`config.mk`:
```
export PLATFORM = sky130hd
export DESIGN_NAME = rst_supervisor
export DESIGN_NICKNAME = d
export VERILOG_FILES = /design/src/rtl/rst_supervisor.sv
export SDC_FILE = /design/constraint.sdc
export NUM_CORES = 1
export LEC_CHECK = 0
export BUFFER_PORTS_ARGS = -buffer_cell sky130_fd_sc_hd__clkbuf_2
export CAP_MARGIN = 40
export CORE_UTILIZATION = 40
export CTS_BUF_LIST = sky130_fd_sc_hd__clkbuf_4
export DETAILED_ROUTE_END_ITERATION = 8
export PLACE_DENSITY_LB_ADDON = 0.05
export RECOVER_POWER = 100
export SLEW_MARGIN = 0
export SYNTH_ARGS = -nofsm -noshare
export SYNTH_HDL_FRONTEND = slang
export SYNTH_SLANG_ARGS = --single-unit
```
`constraint.sdc`:
```
create_clock -name clk -period 4.4 [get_ports clk]
set_clock_uncertainty 0.15 [all_clocks]
set_input_delay 0.66 -clock clk [delete_from_list [all_inputs] [get_ports clk]]
set_output_delay 0.66 -clock clk [all_outputs]
set_load 0.1 [all_outputs]
```
`src/rtl/rst_supervisor.sv`:
```
module rst_supervisor #(
  parameter int CLKS_PER_MC = 6,
  parameter int PIN_MC      = 2,
  parameter int POR_MC      = 3
) (
  input  logic clk,
  input  logic pwr_good,
  input  logic rst_pin_n,
  input  logic over_freq,
  input  logic under_volt,
  output logic cpu_rst
);
  localparam int PIN_CLKS = CLKS_PER_MC * PIN_MC;
  localparam int POR_CLKS = CLKS_PER_MC * POR_MC;
  localparam int PW = $clog2(PIN_CLKS);
  localparam int QW = $clog2(POR_CLKS + 1);
  localparam logic [PW-1:0] PIN_TOP = PW'(PIN_CLKS - 1);
  localparam logic [QW-1:0] POR_TOP = QW'(POR_CLKS - 1);
  localparam logic [QW-1:0] POR_END = QW'(POR_CLKS);

  logic [1:0]    sync;
  logic [PW-1:0] pin_cnt;
  logic          pin_rst;
  logic [QW-1:0] por_cnt;
  logic          por_rst;
  logic          mon_rst;
  logic          pin_s;

  assign pin_s = sync[1];

  always_ff @(posedge clk or negedge pwr_good) begin
    if (!pwr_good) begin
      sync    <= 2'b11;
      pin_cnt <= '0;
      pin_rst <= 1'b0;
    end else begin
      sync <= {sync[0], rst_pin_n};
      if (pin_s)                pin_cnt <= '0;
      else if (pin_cnt != PIN_TOP) pin_cnt <= pin_cnt + PW'(1);
      pin_rst <= !pin_s && (pin_cnt == PIN_TOP);
    end
  end

  always_ff @(posedge clk or negedge pwr_good) begin
    if (!pwr_good) begin
      por_cnt <= '0;
      por_rst <= 1'b1;
    end else if (por_rst) begin
      por_cnt <= por_cnt + QW'(1);
      if (por_cnt == POR_TOP) por_rst <= 1'b0;
    end
  end

  always_ff @(posedge clk or negedge pwr_good) begin
    if (!pwr_good) mon_rst <= 1'b0;
    else           mon_rst <= over_freq | under_volt;
  end

  assign cpu_rst = por_rst | pin_rst | mon_rst;

  assert_mon_forces_R6: assert property (@(posedge clk) disable iff (!pwr_good)
    (over_freq || under_volt) |=> cpu_rst);

  assert_pin_needs_low_R4: assert property (@(posedge clk) disable iff (!pwr_good)
    $rose(pin_rst) |-> $past(!pin_s));

  assert_pin_release_R5: assert property (@(posedge clk) disable iff (!pwr_good)
    pin_s |=> !pin_rst);

  assert_por_holds_R2: assert property (@(posedge clk) disable iff (!pwr_good)
    (por_cnt < POR_END) |-> cpu_rst);

  assert_por_full_len_R2: assert property (@(posedge clk) disable iff (!pwr_good)
    $fell(por_rst) |-> (por_cnt == POR_END));
endmodule

```
After elaboration in Yosys (flattened, before gate mapping) --
Cells that the tools add are included.
Storage, ports and cells: register bits after elaboration 14, latch bits 0, bits in writable memories 0, bits in read-only memories 0, input bits 5, output and inout port bits 1, memories 0
Operators by class: add/subtract/negate cells 2, multipliers 0, div/mod/pow operators 0, magnitude comparators 0, equal/unequal tests 3, shifts and indexed selects 0, mux-type cells 4, bitwise gates (word level) 3, reductions and logical operators 3
Operators with widths (count):
- $mux W4 | 2
- $add A5 B1 Y5 const B | 1
- $eq A5 B5 Y1 const B | 1
- $add A4 B1 Y4 const B | 1
- $eq A4 B4 Y1 const B | 1
- $ne A4 B4 Y1 const B | 1
- $or A1 B1 Y1 | 3
- $mux W1 | 2
- $reduce_bool A2 Y1 | 1
- $logic_and A1 B1 Y1 | 1
- $logic_not A1 Y1 | 1

Depth between registers and ports, before layout --
Gate-level depths: netlist of run 1.
depth in word-level cells 3, depth in mapped cells 4, depth with buffers taken out 4

Least setup slack after synthesis of run 1 --
No wires, ideal clock.
kind reg2out, start register por_rst, end output cpu_rst, arrival time 1.356 ns, data required time 3.590 ns, path slack 2.234 ns, cell stages (with the launch flop) 3, cells stage by stage dfstp_2 buf_2 or3_1
On the way: longest elaborated chain between the ends 2
RTL lines:
- from (decl) | RTL line 25 | logic por_rst;
- from (signal assigned) | RTL line 47 | por_rst <= 1'b1;
- from (signal assigned) | RTL line 50 | if (por_cnt == POR_TOP) por_rst <= 1'b0;
- $or A1 B1 Y1 (2 in a row) | RTL line 59 | assign cpu_rst = por_rst | pin_rst | mon_rst;
- to (decl) | RTL line 11 | output logic cpu_rst
Every way passes these cells.

Worst setup path after layout of run 1 --
Same ends and word-level chain as after synthesis.

==> metrics.md, run 1 <==
| Metric | Value |
|---|---|
| Status | `completed` |
| Max-slew violations | `0` |
| FMAX | `~360 MHz` |
| DPL Wire Length | `~630 µm` |
| Switching share of power | `between 20% and 30%` |
| Maximum buffer depth of the clock tree | `2` |
| Crit path capture type | `output port` |
| I/O pin cnt | `6` |
| Clock insertion delay at the later pin of the skew report | `280 ps` |
| Worst-path fanout max | `8` |
| Sequential share of the synthesized area | `59.0%` |
| # DRC | `0` |
| Clock power frac | `around 33%` |
| Buffers added on ports | `5` |
| Total wire length | `866 µm` |
| Post-Synthesis Cells | `47` |
| Crit path DAT | `1960 ps` |
| Power Density | `about 340 nW/µm²` |
| Pleak | `between 0.0003 and 0.0004 µW` |
| Fillcell total | `133` |
| Sink Count | `14` |
| Setup TNS | `0 ps` |
| Final Wtd Congestion | `around 0.66` |
| Ranking of synthesized cells by area | `dfrtp_1 46%, dfstp_2 13%, ha_1 6.3%, xnor2_1 4.4%, mux2_4 2.5%` |
| Largest net degree at the start of global routing | `15` |
| CTS tree | `yes` |
| Hold Crit Class | `flip-flop to flip-flop` |
| Yosys reg bits | `14` |
| Slew HR | `22.2%` |
| Post-synth EDFFs | `0` |
| WP data required | `roughly 3600 ps` |
| CTS Hold Bufs | `0` |
| Diodes inserted | `0` |
| Initial antenna violation count | `0` |
| Cell with the most instances after synthesis | `dfrtp_1` |
| First-pass GRT wire length | `roughly 1.4 mm` |
| Grt total ovfl | `0` |
| Ys Warns | `0` |
| Syn_nets | `55` |
| Share of cells above drive strength 1 | `around 18%` |
| Synthesis-to-layout area growth | `9.58%` |
| VDD IR-drop max | `around 0.17 mV` |
| Nature of the critical path startpoint | `flip-flop` |
| Pint | `around 170 µW` |
| P_sw | `between 50 and 60 µW` |
| Via count | `around 350` |
| Final core occ | `48.7%` |
| Die width | `40.8 µm` |
| Final period utilization | `62.9%` |
| Max_cap viols | `0` |
| Post-synth cell types | `25` |
| Pre-CTS setup slack | `2440 ps` |
| Fin crit period | `2770 ps` |
| Multi-input logic area | `around 230 µm²` |
| FF/Latch Area | `about 350 µm²` |
| # setup viols final | `0` |
| Top cell type's share of synthesized area | `45.8%` |
| Initial core utilization | `44.5%` |
| Chip Height | `approximately 41 µm` |
| Sequential Power Share | `just over 60%` |
| PostCTS Resize Cnt | `0` |
| Vias per cell | `4.99` |
| Commonest cells in the netlist | `11 x dfrtp_1, 3 x dfstp_2, 3 x ha_1, 3 x nor2_1, 3 x xnor2_1` |
| Routed Antenna Nets | `0` |
| Core ar. | `approximately 1400 µm²` |
| Clock Pin Slew Worst Setup and Hold Paths | `90 ps` |
| DR pass1 iterations | `3` |
| Syn_area_per_cell | `approximately 13 µm²` |
| Fraction of registers with async set/reset | `100%` |
| Final worst slack | `about 1600 ps` |
| CTS buffer count | `3` |
| Critical path type | `flip-flop to output port` |
| RSZ-0062 raised after global routing | `no` |
| 1st-iter DRT viols | `5` |
| Row count | `13` |
| Vias in the first global route | `approximately 340` |
| Hold Fails Final Rpt | `0` |
| Routed wire per std cell | `between 10 and 15 µm` |
| CTS root buf | `clkbuf_4` |
| H-tree Lvls | `1` |
| Die footprint | `around 1700 µm²` |
| Top FF cell, synth | `dfrtp_1` |
| Synth Cell Area | `roughly 600 µm²` |
| Setup Fix Bufs, Post-CTS | `0` |
| GRT Resource Usage Total | `13.9%` |
| Cell taking the most area after synthesis | `dfrtp_1` |
| Layout net count | `64` |
| Combinational Power Share | `under 10%` |
| Tightest Pin Transition | `1170 ps` |
kinds of logic after synthesis:
kind of cell               Yosys count  share of synthesized area (%)
and+or+nand+nor                     18                           18.3
buffers and inverters                2                           1.46
muxes                                3                           6.04
xor gates and xnor gates             4                           5.83
AOI/OAI and AO/OA                    3                           3.13
adders and majority gates            3                           6.25
DFF                                 14                           59.0
cell usage in the layout, fill, tap and decap left out, drive strengths merged:
cell	n
dfrtp	11
clkbuf	8
nor2	3
xnor2	3
ha	3
dfstp	3
nand2	2
nand2b	2
nand4	2
a21oi	2
and2b	2
mux2	2
inv	1
or2	1
or3	1
and3b	1
o31a	1
mux2i	1
nor2b	1
nand3	1
xor2	1
or3b	1
or2b	1
clkinv	1
power by group through the flow:
stage	Sequential, µW	Clock [µW]	Combinational [µW]
after global placement	138	0	14.3
after global routing	136	84.3	15.6
after floorplan	138	0	9.75
after detailed placement	138	0	15.0
final	136	74.2	13.7
after CTS	136	77.4	15.1
registers in the layout (all words and copies together), names as in the netlist:
register	flops
sync	2
pin_rst	1
mon_rst	1
por_cnt	5
pin_cnt	4
por_rst	1
layer usage:
layer	wire [µm]	share of wire, %	vias up	track usage, %
met1	425	49	166	16.3
li1	-	-	174	-
met3	32	3.7	2	4.89
met5	0	0	-	0
met4	8	0.92	0	12.5
met2	400	46	7	19.8
path summary, 6_finish.rpt:
| kind | depth (start not counted) | slack (ps) | start | endpoint |
|---|---|---|---|---|
| setup / recovery | 2 | 1630 | por_rst | cpu_rst |
| hold / removal | 0 | 230 | sync[0] | sync[1] |
| setup reg to reg | 3 | 2970 | pin_cnt[0] | pin_cnt[0] |
| hold reg to reg | 0 | 230 | sync[0] | sync[1] |
| max in group asynchronous | 1 | 3390 | pwr_good | pin_cnt[1] |
| min in group asynchronous | 1 | 250 | pwr_good | por_cnt[2] |
cell type report:
| type | instances | area share, % |
|---|---|---|
| clock buffers | 3 | 3.42 |
| clock inverters | 1 | 0.570 |
| inverters | 1 | 0.570 |
| multi-input cells | 31 | 35.4 |
| flip-flops and latches | 14 | 53.8 |
| well taps | 15 | 2.85 |
| repair buffers | 5 | 3.42 |
worst max-delay path, cell delays in order (launching register included):
cell      delay [ps]
dfstp_1          670
or3_1            150
clkbuf_1         860
metrics by stage:
stage	power [µW]	std cells	instance area [µm²]	hold slack [ps]
2_1_floorplan	147	47	601	195
3_3_place_gp	152	66	639	198
3_5_place_dp	153	66	639	202
4_1_cts	229	70	666	122
5_1_grt	236	70	658	238
6_report	224	70	658	226
No activity file was read; power rests on OpenSTA's default activity.
==> inputs of run 2 (changes only) <==
==> constraint.sdc (replaced) <==
create_clock -name clk -period 2.31 [get_ports clk]
set_clock_uncertainty 0.15 [all_clocks]
set_input_delay 0.3465 -clock clk [delete_from_list [all_inputs] [get_ports clk]]
set_output_delay 0.3465 -clock clk [all_outputs]
set_load 0.1 [all_outputs]
==> metrics.md, run 2 (synthesis gave the netlist of run 1 again) <==
| Metric | Value |
|---|---|
| Pleak | `~0.00032 µW` |
| Pre-CTS setup slack | `around 660 ps` |
| Nature of the critical path startpoint | `flip-flop` |
| Crit path DAT | `~1500 ps` |
| Core ar. | `around 1400 µm²` |
| DR pass1 iterations | `2` |
| FMAX | `approximately 500 MHz` |
| Via count | `approximately 350` |
| Clock Pin Slew Worst Setup and Hold Paths | `80 ps` |
| First-pass GRT wire length | `1.44 mm` |
| Diodes inserted | `0` |
| Buffers added on ports | `5` |
| CTS tree | `yes` |
| Hold Fails Final Rpt | `0` |
| Die footprint | `~1700 µm²` |
| Crit path capture type | `output port` |
| Top Registers | `por_cnt x5, pin_cnt x4, sync x2` |
| Slew HR | `52.7%` |
| Placed cell area | `639 µm²` |
| CTS buffer count | `3` |
| Final Cell Area | `between 600 and 700 µm²` |
| R2R Setup Slk | `around 850 ps` |
| Power Density | `621 nW/µm²` |
| Worst-path fanout max | `8` |
| Fin crit period | `2020 ps` |
| CP Launch Point | `por_rst` |
| Layout net count | `66` |
| Critical path type | `flip-flop to output port` |
| H-tree Lvls | `1` |
| # setup viols final | `0` |
| GRT Resource Usage Total | `14.1%` |
| Routed wire per std cell | `11.7 µm` |
| Synthesis-to-layout area growth | `13.1%` |
| VDD IR-drop max | `~0.38 mV` |
| WP data required | `~1800 ps` |
| Maximum buffer depth of the clock tree | `2` |
| Reg2reg start | `pin_cnt[0]` |
| Final worst slack | `292 ps` |
| Min-Delay Endpoint | `mon_rst` |
| DPL Wire Length | `between 600 and 700 µm` |
| Most common cell after layout, fill and taps aside | `dfrtp_1` |
| Grt total ovfl | `0` |
| CTS root buf | `clkbuf_4` |
| Final period utilization | `around 87%` |
| Reg2Reg Capture Point | `pin_cnt[0]` |
| Largest net degree at the start of global routing | `15` |
| Routed Antenna Nets | `0` |
| Row count | `13` |
| RSZ-0062 raised after global routing | `no` |
| 1st-iter DRT viols | `4` |
| Clock insertion delay at the later pin of the skew report | `roughly 270 ps` |
| WHS Path Cells | `2` |
| Slowest stage cell, crit path | `dfstp_1` |
| Hold_sp | `over_freq` |
| Max-slew violations | `0` |
| Share of cells above drive strength 1 | `roughly 19%` |
| I/O pin cnt | `6` |
| Cell Chain, Critical Path | `or3_1 > clkbuf_2` |
| Chip Height | `slightly above 40 µm` |
| Status | `completed` |
| Most flops, register | `por_cnt` |
| Vias in the first global route | `approximately 350` |
| Most frequent cells in the layout | `11 x dfrtp_1, 4 x clkbuf_2` |
| Initial antenna violation count | `0` |
| R2R depth | `3` |
| Initial core utilization | `about 44%` |
| Max_cap viols | `0` |
| Vias per cell | `4.85` |
| Setup TNS | `0 ps` |
| Sink Count | `14` |
| Max reg flops | `5` |
| CP max stage delay | `about 660 ps` |
| Die width | `between 40 and 50 µm` |
| Hold Crit Class | `input port to flip-flop` |
| Tightest Pin Transition | `about 710 ps` |
| Total wire length | `between 800 and 900 µm` |
| Final Wtd Congestion | `0.663` |
| # DRC | `0` |
[run 2: cell type report]
class | instances | area [µm²]
clock buffers | 3 | 22.5
clock inverters | 1 | 3.75
fillers | 120 | 671
inverters | 1 | 3.75
multi-input cells | 31 | 233
flip-flops and latches | 14 | 354
well taps | 15 | 18.8
repair buffers | 7 | 43.8
[run 2: power by group]
group | leakage [µW] | total [µW] | internal (µW) | switching (µW)
clock network | 0.0000154 | 134 | 62.3 | 71.3
registers | 0.000179 | 258 | 253 | 5.76
logic | 0.000127 | 29.6 | 12.5 | 17.1
total | 0.000321 | 422 | 328 | 94.1
[run 2: per-layer routing]
layer | track usage, % | up-vias | part of all wire (%)
met4 | 10.0 | 0 | 0.95
met3 | 3.26 | 2 | 2.3
met5 | 0 | - | 0
met1 | 18.2 | 166 | 49
met2 | 20.6 | 5 | 48
li1 | - | 176 | -
[run 2: how the worst max path moves through the flow]
stage / slack (ps) / end
floorplan: 460 / cpu_rst
global placement: 680 / cpu_rst
detailed placement: 660 / cpu_rst
CTS: 350 / cpu_rst
global route: 220 / cpu_rst
finish: 290 / cpu_rst
[run 2: worst max-delay path: cells and delay by family, from the launching register on]
kind / cells / cell delay, ps
buffers and inverters: 1 / 450
DFF: 1 / 660
and+or+nand+nor: 1 / 150
[run 2: repair_timing]
action / 4_1_cts / 5_1_grt
setup buffers: 0 / 0
hold endpoints to repair: 12 / 0
hold buffers: 2 / 0
gates resized for setup: 0 / 0
[run 2: per-stage QoR]
step | hold slack (ps) | cells | util (%) | total power (µW)
after floorplan | -99.1 | 47 | - | 281
final | 110 | 72 | 50.3 | 422
after detailed placement | 120 | 66 | 47.4 | 293
after global placement | 99.0 | 66 | 47.4 | 290
after global routing | 99.8 | 72 | 50.3 | 447
after CTS | 102 | 72 | 50.8 | 431
